[config.mk]
export PLATFORM = sky130hd
export DESIGN_NAME = ir_turnaround_timer
export DESIGN_NICKNAME = d
export VERILOG_FILES = /design/src/rtl/ir_turnaround_pkg.sv /design/src/rtl/ir_tick_prescaler.sv /design/src/rtl/ir_guard_counter.sv /design/src/rtl/ir_dir_fsm.sv /design/src/rtl/ir_turnaround_timer.sv
export SDC_FILE = /design/constraint.sdc
export NUM_CORES = 1
export LEC_CHECK = 0
export BUFFER_PORTS_ARGS = -buffer_cell sky130_fd_sc_hd__buf_2
export CORE_MARGIN = 4
export CORE_UTILIZATION = 61
export DETAILED_ROUTE_END_ITERATION = 16
export HOLD_SLACK_MARGIN = 0.03
export MAX_ROUTING_LAYER = met4
export PLACE_DENSITY_LB_ADDON = 0.3
export SYNTH_ARGS = -nofsm -noshare
export SYNTH_HDL_FRONTEND = slang
export SYNTH_SLANG_ARGS = --single-unit
[constraint.sdc]
create_clock -name clk -period 6.2 [get_ports clk]
set_input_delay 0.62 -clock clk [delete_from_list [all_inputs] [get_ports clk]]
set_output_delay 0.62 -clock clk [all_outputs]
set_load 0.03 [all_outputs]
[src/rtl/ir_turnaround_pkg.sv]
// Package: shared types and helpers for the IR turnaround timer.
// Assumes the guard setting is expressed in 100 us ticks with a hard ceiling.
package ir_turnaround_pkg;

    localparam int GUARD_MAX_TICKS = 100;
    localparam int GUARD_W         = 7;

    typedef enum logic [2:0] {
        ST_IDLE     = 3'd0,
        ST_TX_ACT   = 3'd1,
        ST_TX_GUARD = 3'd2,
        ST_RX_ACT   = 3'd3,
        ST_RX_GUARD = 3'd4
    } dir_state_e;

    // Limit a raw 8-bit setting to the maximum tick count.
    function automatic logic [GUARD_W-1:0] clamp_guard(input logic [7:0] raw);
        if (raw > 8'(GUARD_MAX_TICKS))
            return GUARD_W'(GUARD_MAX_TICKS);
        else
            return raw[GUARD_W-1:0];
    endfunction

endpackage

[src/rtl/ir_tick_prescaler.sv]
// Module: ir_tick_prescaler
// Emits a one-cycle tick every TICK_CYCLES clocks while run is high.
// clr restarts the phase so that the first tick follows exactly TICK_CYCLES
// clocks later. Assumes TICK_CYCLES >= 1.
module ir_tick_prescaler #(
    parameter int TICK_CYCLES = 12500
) (
    input  logic clk,
    input  logic rst_n,
    input  logic clr,
    input  logic run,
    output logic tick
);
    localparam int PW = (TICK_CYCLES > 1) ? $clog2(TICK_CYCLES) : 1;
    localparam logic [PW-1:0] LAST = PW'(TICK_CYCLES - 1);

    logic [PW-1:0] phase_q;

    // Purpose: count clock cycles within the current tick period.
    always_ff @(posedge clk) begin
        if (!rst_n || clr || !run)
            phase_q <= '0;
        else if (phase_q == LAST)
            phase_q <= '0;
        else
            phase_q <= phase_q + 1'b1;
    end

    assign tick = run && !clr && (phase_q == LAST);

endmodule

[src/rtl/ir_guard_counter.sv]
// Module: ir_guard_counter
// Holds the remaining guard ticks. load takes a fresh count, and each tick
// takes one away. expire pulses on the tick that consumes the final unit.
// Assumes load and tick are never both high (the prescaler is cleared on load).
module ir_guard_counter #(
    parameter int W = 7
) (
    input  logic         clk,
    input  logic         rst_n,
    input  logic         load,
    input  logic [W-1:0] load_val,
    input  logic         tick,
    output logic [W-1:0] remain,
    output logic         expire
);
    logic [W-1:0] cnt_q;

    // Purpose: load the guard length or step it down on each tick.
    always_ff @(posedge clk) begin
        if (!rst_n)
            cnt_q <= '0;
        else if (load)
            cnt_q <= load_val;
        else if (tick && cnt_q != '0)
            cnt_q <= cnt_q - 1'b1;
    end

    assign remain = cnt_q;
    assign expire = tick && (cnt_q == W'(1));

endmodule

[src/rtl/ir_dir_fsm.sv]
// Module: ir_dir_fsm
// Tracks which direction owns the link. The last active side keeps it through
// its guard, and the gates follow the state. Transmit wins over receive when
// both request from idle in the same cycle. Assumes single-cycle strobes.
module ir_dir_fsm
    import ir_turnaround_pkg::*;
(
    input  logic       clk,
    input  logic       rst_n,
    input  logic       hdx_en,
    input  logic       tx_pend,
    input  logic       tx_last,
    input  logic       rx_start,
    input  logic       rx_done,
    input  logic       guard_zero,
    input  logic       expire,
    output dir_state_e state,
    output logic       load_timer,
    output logic       guard_run,
    output logic       rx_enable,
    output logic       tx_permit
);
    dir_state_e state_q, state_d;

    // Purpose: choose the next owner of the link.
    always_comb begin
        state_d    = state_q;
        load_timer = 1'b0;
        unique case (state_q)
            ST_IDLE: begin
                if (tx_pend)       state_d = ST_TX_ACT;
                else if (rx_start) state_d = ST_RX_ACT;
            end
            ST_TX_ACT: begin
                if (tx_last) begin
                    state_d    = guard_zero ? ST_IDLE : ST_TX_GUARD;
                    load_timer = !guard_zero;
                end
            end
            ST_TX_GUARD: begin
                if (tx_pend)     state_d = ST_TX_ACT;
                else if (expire) state_d = ST_IDLE;
            end
            ST_RX_ACT: begin
                if (rx_done) begin
                    state_d    = guard_zero ? ST_IDLE : ST_RX_GUARD;
                    load_timer = !guard_zero;
                end
            end
            ST_RX_GUARD: begin
                if (rx_start)    state_d = ST_RX_ACT;
                else if (expire) state_d = ST_IDLE;
            end
            default: state_d = ST_IDLE;
        endcase
        if (!hdx_en) begin
            state_d    = ST_IDLE;
            load_timer = 1'b0;
        end
    end

    // Purpose: register the link owner.
    always_ff @(posedge clk) begin
        if (!rst_n)
            state_q <= ST_IDLE;
        else
            state_q <= state_d;
    end

    assign state     = state_q;
    assign guard_run = hdx_en && (state_q == ST_TX_GUARD || state_q == ST_RX_GUARD);
    assign rx_enable = !hdx_en || !(state_q == ST_TX_ACT || state_q == ST_TX_GUARD);
    assign tx_permit = !hdx_en || !(state_q == ST_RX_ACT || state_q == ST_RX_GUARD);

endmodule

[src/rtl/ir_turnaround_timer.sv]
// Module: ir_turnaround_timer (top)
// Half-duplex IR direction guard. It combines the tick prescaler, the guard
// counter and the direction state machine. Assumes the activity strobes are
// synchronous to clk and one cycle wide, and that tx_pend is a level.
module ir_turnaround_timer
    import ir_turnaround_pkg::*;
#(
    parameter int CLK_HZ  = 125_000_000,
    parameter int TICK_HZ = 10_000
) (
    input  logic       clk,
    input  logic       rst_n,
    input  logic       hdx_en,
    input  logic [7:0] guard_cfg,
    input  logic       tx_pend,
    input  logic       tx_last,
    input  logic       rx_start,
    input  logic       rx_done,
    output logic       rx_enable,
    output logic       tx_permit
);
    localparam int TICK_CYCLES = (CLK_HZ / TICK_HZ > 0) ? CLK_HZ / TICK_HZ : 1;

    dir_state_e           state_q;
    logic [GUARD_W-1:0]   guard_len;
    logic [GUARD_W-1:0]   guard_cnt;
    logic                 load_timer;
    logic                 guard_run;
    logic                 tick;
    logic                 expire;

    assign guard_len = clamp_guard(guard_cfg);

    ir_tick_prescaler #(.TICK_CYCLES(TICK_CYCLES)) presc_i (
        .clk  (clk),
        .rst_n(rst_n),
        .clr  (load_timer),
        .run  (guard_run),
        .tick (tick)
    );

    ir_guard_counter #(.W(GUARD_W)) guard_i (
        .clk     (clk),
        .rst_n   (rst_n),
        .load    (load_timer),
        .load_val(guard_len),
        .tick    (tick),
        .remain  (guard_cnt),
        .expire  (expire)
    );

    ir_dir_fsm fsm_i (
        .clk       (clk),
        .rst_n     (rst_n),
        .hdx_en    (hdx_en),
        .tx_pend   (tx_pend),
        .tx_last   (tx_last),
        .rx_start  (rx_start),
        .rx_done   (rx_done),
        .guard_zero(guard_len == '0),
        .expire    (expire),
        .state     (state_q),
        .load_timer(load_timer),
        .guard_run (guard_run),
        .rx_enable (rx_enable),
        .tx_permit (tx_permit)
    );

endmodule

Word-level counts from Yosys, hierarchy flattened

Cells that the tools add are included.

Magnitude comparators: 1
Equal/unequal tests: 9
Reductions and logical operators: 26
Mux-type cells: 17
Add/subtract/negate cells: 2

Operator list:

| operator                                                       | number |
|---|---|
| 2-to-1 mux 3 bit                                               | 8 |
| 2-to-1 mux 7 bit                                               | 3 |
| case mux 3 bit (5 select lines)                                | 1 |
| adder 14 x 1 -> 14 bit (second input constant)                 | 1 |
| equality test 14 bit (second input constant)                   | 1 |
| greater-than comparator 8 x 7 -> 1 bit (second input constant) | 1 |
| equality test 7 x 1 -> 1 bit (second input constant)           | 1 |
| zero test 1 bit                                                | 7 |
| zero test 7 bit                                                | 1 |
| logical OR 1 bit                                               | 7 |
| nonzero test 7 bit                                             | 1 |
| subtractor 7 x 1 -> 7 bit (second input constant)              | 1 |
| equality test 3 x 2 -> 1 bit (second input constant)           | 2 |
| logical AND 1 bit                                              | 5 |
| inequality test 2 bit (second input constant)                  | 2 |
| equality test 3 x 1 -> 1 bit (second input constant)           | 1 |
| equality test 3 bit (second input constant)                    | 1 |
| zero test 3 bit                                                | 1 |
| 2-to-1 mux 1 bit                                               | 3 |
| inequality test 3 bit (second input constant)                  | 1 |
| AND reduction 3 bit                                            | 1 |
| 2-to-1 mux 2 bit                                               | 1 |
| case mux 1 bit (2 select lines)                                | 1 |
| AND reduction 2 bit                                            | 1 |
| 2 further kinds                                                | 2 |

Bits of input ports: 15
Word-level logic and storage cells: 58
Bits in registers: 24
Output and inout bits: 2

Depth between registers and ports, before layout

Depth after elaboration: 14
Depth in mapped cells: 8
Gate-level depth less buffers: 7

Cells and area by module

From an unflattened synthesis, not the netlist that was laid out.

Cells, all modules: 182
Area total of the unflattened synthesis: 1572.8 um^2

By module, submodules not included:

| module              | area an instance (um^2) | cells each | times used | sequential area each (um^2) |
|---|---|---|---|---|
| ir_tick_prescaler   | 655.6                   | 71         | 1          | 280.3 |
| ir_guard_counter    | 498.0                   | 59         | 1          | 140.1 |
| ir_dir_fsm          | 337.8                   | 40         | 1          | 60.1 |
| ir_turnaround_timer | 81.3                    | 12         | 1          | 0.0 |

Worst setup path before layout

OpenSTA, ideal clock, no wires.

Path kind: register to register
Start point: register presc_i.phase_q[3]
End point: register guard_i.cnt_q[4], in the netlist guard_i.remain[4]
Setup time: 0.116 ns
Stages on the path, launching flop included: 7
Slack: 4.132 ns
Path buffers: 1
Clock period less this slack: 2.068 ns
Arrival time: 1.952 ns
Required time: 6.084 ns
Cell sequence: dfxtp_1 or4_4 nor4_4 o211ai_2 buf_6 o311a_1 a31o_1

Cells in the longest elaborated chain, start to end: 4

Ends and longest elaborated chain:

| item                                | RTL line                | text |
|---|---|---|
| from (decl)                         | ir_tick_prescaler.sv:17 | `logic [PW-1:0] phase_q;` |
| from (signal assigned)              | ir_tick_prescaler.sv:26 | `phase_q <= phase_q + 1'b1;` |
| equality test 14 bit                | ir_tick_prescaler.sv:29 | `assign tick = run && !clr && (phase_q == LAST);` |
| logical AND 1 bit                   | ir_tick_prescaler.sv:29 |  |
| logical AND 1 bit                   | ir_guard_counter.sv:24  | `else if (tick && cnt_q != '0)` |
| nonzero test 2 bit (no source line) | -                       |  |
| to (signal assigned)                | ir_guard_counter.sv:23  | `cnt_q <= load_val;` |
| to (signal assigned)                | ir_guard_counter.sv:25  | `cnt_q <= cnt_q - 1'b1;` |
| to (decl)                           | ir_guard_counter.sv:16  | `logic [W-1:0] cnt_q;` |

Every way passes these cells.
A chain may end at the register's enable or synchronous reset.

Worst setup path after layout

Start point: register fsm_i.state_q[0], in the netlist fsm_i.state[0]
End point: output port tx_permit

Cells in the longest elaborated chain, start to end: 4
Elaborated cells on any way between the ends: 5
Those cells by class: 2 x eq/ne; 3 x reduce/logical

Ends and longest elaborated chain:

| item                                                                       | RTL line                  | text |
|---|---|---|
| from (decl)                                                                | ir_dir_fsm.sv:23          | `dir_state_e state_q, state_d;` |
| from (signal assigned)                                                     | ir_dir_fsm.sv:67          | `state_q <= state_d;` |
| equality test 3 x 2 -> 1 bit / equality test 3 bit (equally long branches) | ir_dir_fsm.sv:73          | `assign tx_permit = !hdx_en \|\| !(state_q == ST_RX_ACT \|\| state_q == ST_RX_GUARD);` |
| logical OR 1 bit (*)                                                       | ir_dir_fsm.sv:73          |  |
| zero test 1 bit (*)                                                        | ir_dir_fsm.sv:73          |  |
| logical OR 1 bit (*)                                                       | ir_dir_fsm.sv:73          |  |
| to (decl)                                                                  | ir_turnaround_timer.sv:20 | `output logic tx_permit` |

Mark *: on every way between the ends. The rest lies on a longest branch, timed or not.

==> flow_summary.toml <==
[clocking]
post-cts-setup-buffers = 0
cts_root_buffer = "clkbuf_4"
h-tree-depth = 1
worstSkewPairLatency_ps = 320
cts_hold_buf = 0
numClockSinks = 24
cts_resized = 0
path_clk_slew_ps = 120
cts_tree = "built"
cts_buffers = 3
clockBufferDepth = 2

[critical_path]
cp_common_cell = "nand2_1"
timing.reg2reg.setup_slack_ps = 3980
crit_chain = "nor2b_1 -> nand2_1 -> nand2_1 -> nand2_1 -> buf_2"
startpoint_type = "flip-flop"
path_delay_family = "simple AND/OR/NAND/NOR gates"
cp.arrival_ps = 1640
cp_slowest_cell = "dfxtp_1"
slowest_delay_ps = 570
cp.required_ps = 5580
cp_max_fo = 10
critical_path_buf_inv_count = 1
rr_startpoint = "presc_i.phase_q[3]$_SDFF_PP0_"
critPathCaptureType = "output port"
reg2reg_depth = 5
criticalPathCategory = "reg2out"
timing.rr.end = "guard_i.remain[3]$_SDFFE_PN0P_"

[yosys]
synth_cell_type_count = 53
yosysWarnings = 0
ys_ff_latch = 24
ys_seq_area_share_pct = 32.68
synth_simple_gate_area_share_pct = 34.30
synth_compound_area_share_pct = 15.91
synth_ff_type = "dfxtp_1"
syn_nets = 198
synth_fa_ha_area_share_pct = 2.553
synthXorXnorAreaFrac_pct = 8.936
avgSynthCellArea_sq_um = 8.168
synth.cell_area_sq_um = 1470
synth_top_family_by_area = "simple AND/OR/NAND/NOR gates"
synth_edf_count = 0
synth_cells = 180
async_flop_share_pct = 0
synthMuxAreaShare_pct = 0.6809

[die]
dieArea_sq_um = 3259
fp.coreArea_sq_um = 2255
die_width_um = 57.09
fp.dieH_um = 57.09
ios = 17
num_rows = 17
start_util_pct = 65.21

[detailed_routing]
drc = 0
routed_via_density = 6.150
wirelength_mm = 3.118
drt_first_pass_iters = 4
drt_iter0_markers = 71
via_count = 1353
ant_nets = 0
wl_per_cell_um = 14.17

[power]
p_leak_nw = 0.5758
power_density_nw_per_um2 = 167.1
irDropWorstVdd_mv = 0.1720

[global_route]
grt_remaining_overflow = 0
first_global_vias = 1219
grt_pass1_wl_mm = 5.209
antenna_found_initial = 0
grt.total_usage_pct = 20.63
grt_max_degree = 15

[timing]
fmaxAchievable_mhz = 442.9
drv_slew = 0
relSlewSlack_pct = 65.14
fin_skew_ps = 2.911
min_period_ps = 2258
hold_violations = 0
setup_tns_ps = 0
grt_setup_unrepaired = "false"
tightestPinTransition_ps = 518.2
layout_worst_path_cycle_share_pct = 36.41
finalSetupViolCount = 0

[min_path]
hold_depth = 1
worstHoldStart = "presc_i.phase_q[0]$_SDFF_PP0_"
worstHoldPathType = "reg2reg"
min_to = "presc_i.phase_q[0]$_SDFF_PP0_"

[layout]
n_antenna_cell = 0
drive_above_1_share_pct = 15.63
fin_cells = 220
layout.nets = 212
syn_to_final_growth_pct = 6.979

[job]
drv_cap = 0

[place]
numPlacedInstances = 217
hpwl_mm = 2.369
io_buffers = 16
gp_congestion = 0.9175

[run_status]
status = "completed"
-- metal layers --
metal | share of wire, % | vias to the layer above | global-route usage, %
met5 | 0 | - | -
met4 | 1.9 | 0 | 8.278
met3 | 3.9 | 6 | 4.751
met2 | 47 | 30 | 30.51
met1 | 47 | 641 | 27.16
li1 | - | 676 | -
-- logic make-up (layout without fill, tap and decap cells) --
kind of cell | Yosys count | count (layout)
compound gates | 32 | 32
xor+xnor | 15 | 15
fa+ha+maj | 3 | 3
buf+inv | 17 | 29
flops | 24 | 24
mux | 1 | 1
simple gates | 88 | 88
-- layout by cell type (no fill, tap or decap), types with 2 or more instances in the layout --
master     instances
dfxtp_1           24
nand2_1           21
nor2_1            18
buf_2             16
nand3_1           11
inv_1             10
xor2_1            10
nand4_1            8
a21oi_1            8
xnor2_1            5
nor4_1             4
o21a_1             3
ha_1               3
clkbuf_4           3
nand3b_1           2
nor2b_1            2
nor4b_1            2
nor3_1             2
or2_2              2
o2bb2ai_1          2
nand2b_1           2
a31o_1             2
a31oi_1            2
o22ai_1            2
-- how the worst max path moves through the flow --
stage	startpoint	endpoint	slack [ps]	cells after the start
global route	fsm_i.state[0]$_SDFFE_PN0P_	tx_permit	3800	5
floorplan	presc_i.phase_q[3]$_SDFF_PP0_	guard_i.remain[4]$_SDFFE_PN0P_	4130	6
global placement	presc_i.phase_q[3]$_SDFF_PP0_	guard_i.remain[3]$_SDFFE_PN0P_	4050	5
CTS	fsm_i.state[0]$_SDFFE_PN0P_	tx_permit	3930	5
detailed placement	guard_cfg[4]	guard_i.remain[3]$_SDFFE_PN0P_	4000	6
finish	fsm_i.state[0]$_SDFFE_PN0P_	tx_permit	3940	5
-- final cells by class --
type / instances / area (sq um)
Sequential cell: 24 / 480.5
Tap cell: 28 / 35.03
Timing Repair Buffer: 16 / 80.08
Inverter: 10 / 37.54
Clock buffer: 3 / 22.52
Multi-Input combinational cell: 139 / 917.1
Fill cell: 190 / 681.9
-- synthesized netlist by cell type (all sizes together), types with 3 or more instances --
library cell  instances  area (sq um)
o21a                  3         22.52
inv                  10         37.54
nand3                11         55.05
a31o                  3         26.28
a21oi                 8         40.04
xnor2                 5         43.79
clkbuf                5         18.77
nor4                  5         46.29
nand4                 8         50.05
xor2                 10         87.58
nor2                 18         67.56
dfxtp                24         480.5
nand2                21         78.83
ha                    3         37.54
-- report_power, final --
group | leakage, nW | internal (W) | switching (W)
clock network | 0.0138 | 0.0000228 | 0.0000451
registers | 0.194 | 0.000156 | 0.00000412
logic | 0.368 | 0.0000152 | 0.0000192
-- state kept, by name, indices dropped and copies added, names as in the netlist --
register	count
guard_i.remain	7
presc_i.phase_q	14
fsm_i.state	3
-- per-stage QoR --
step	setup slack, ps	hold WS (ps)	utilization (%)	power (W)	area (sq um)
after floorplan	4132	441.5	-	0.0001862	1470
after global placement	4053	464.1	68.76	0.0001963	1550
after detailed placement	4000	478.2	68.76	0.0001978	1550
after CTS	3926	508.5	69.76	0.0002650	1573
after global routing	3800	528.3	69.76	0.0002741	1573
final	3942	510.4	69.76	0.0002628	1573
No activity file was read; power rests on OpenSTA's default activity.
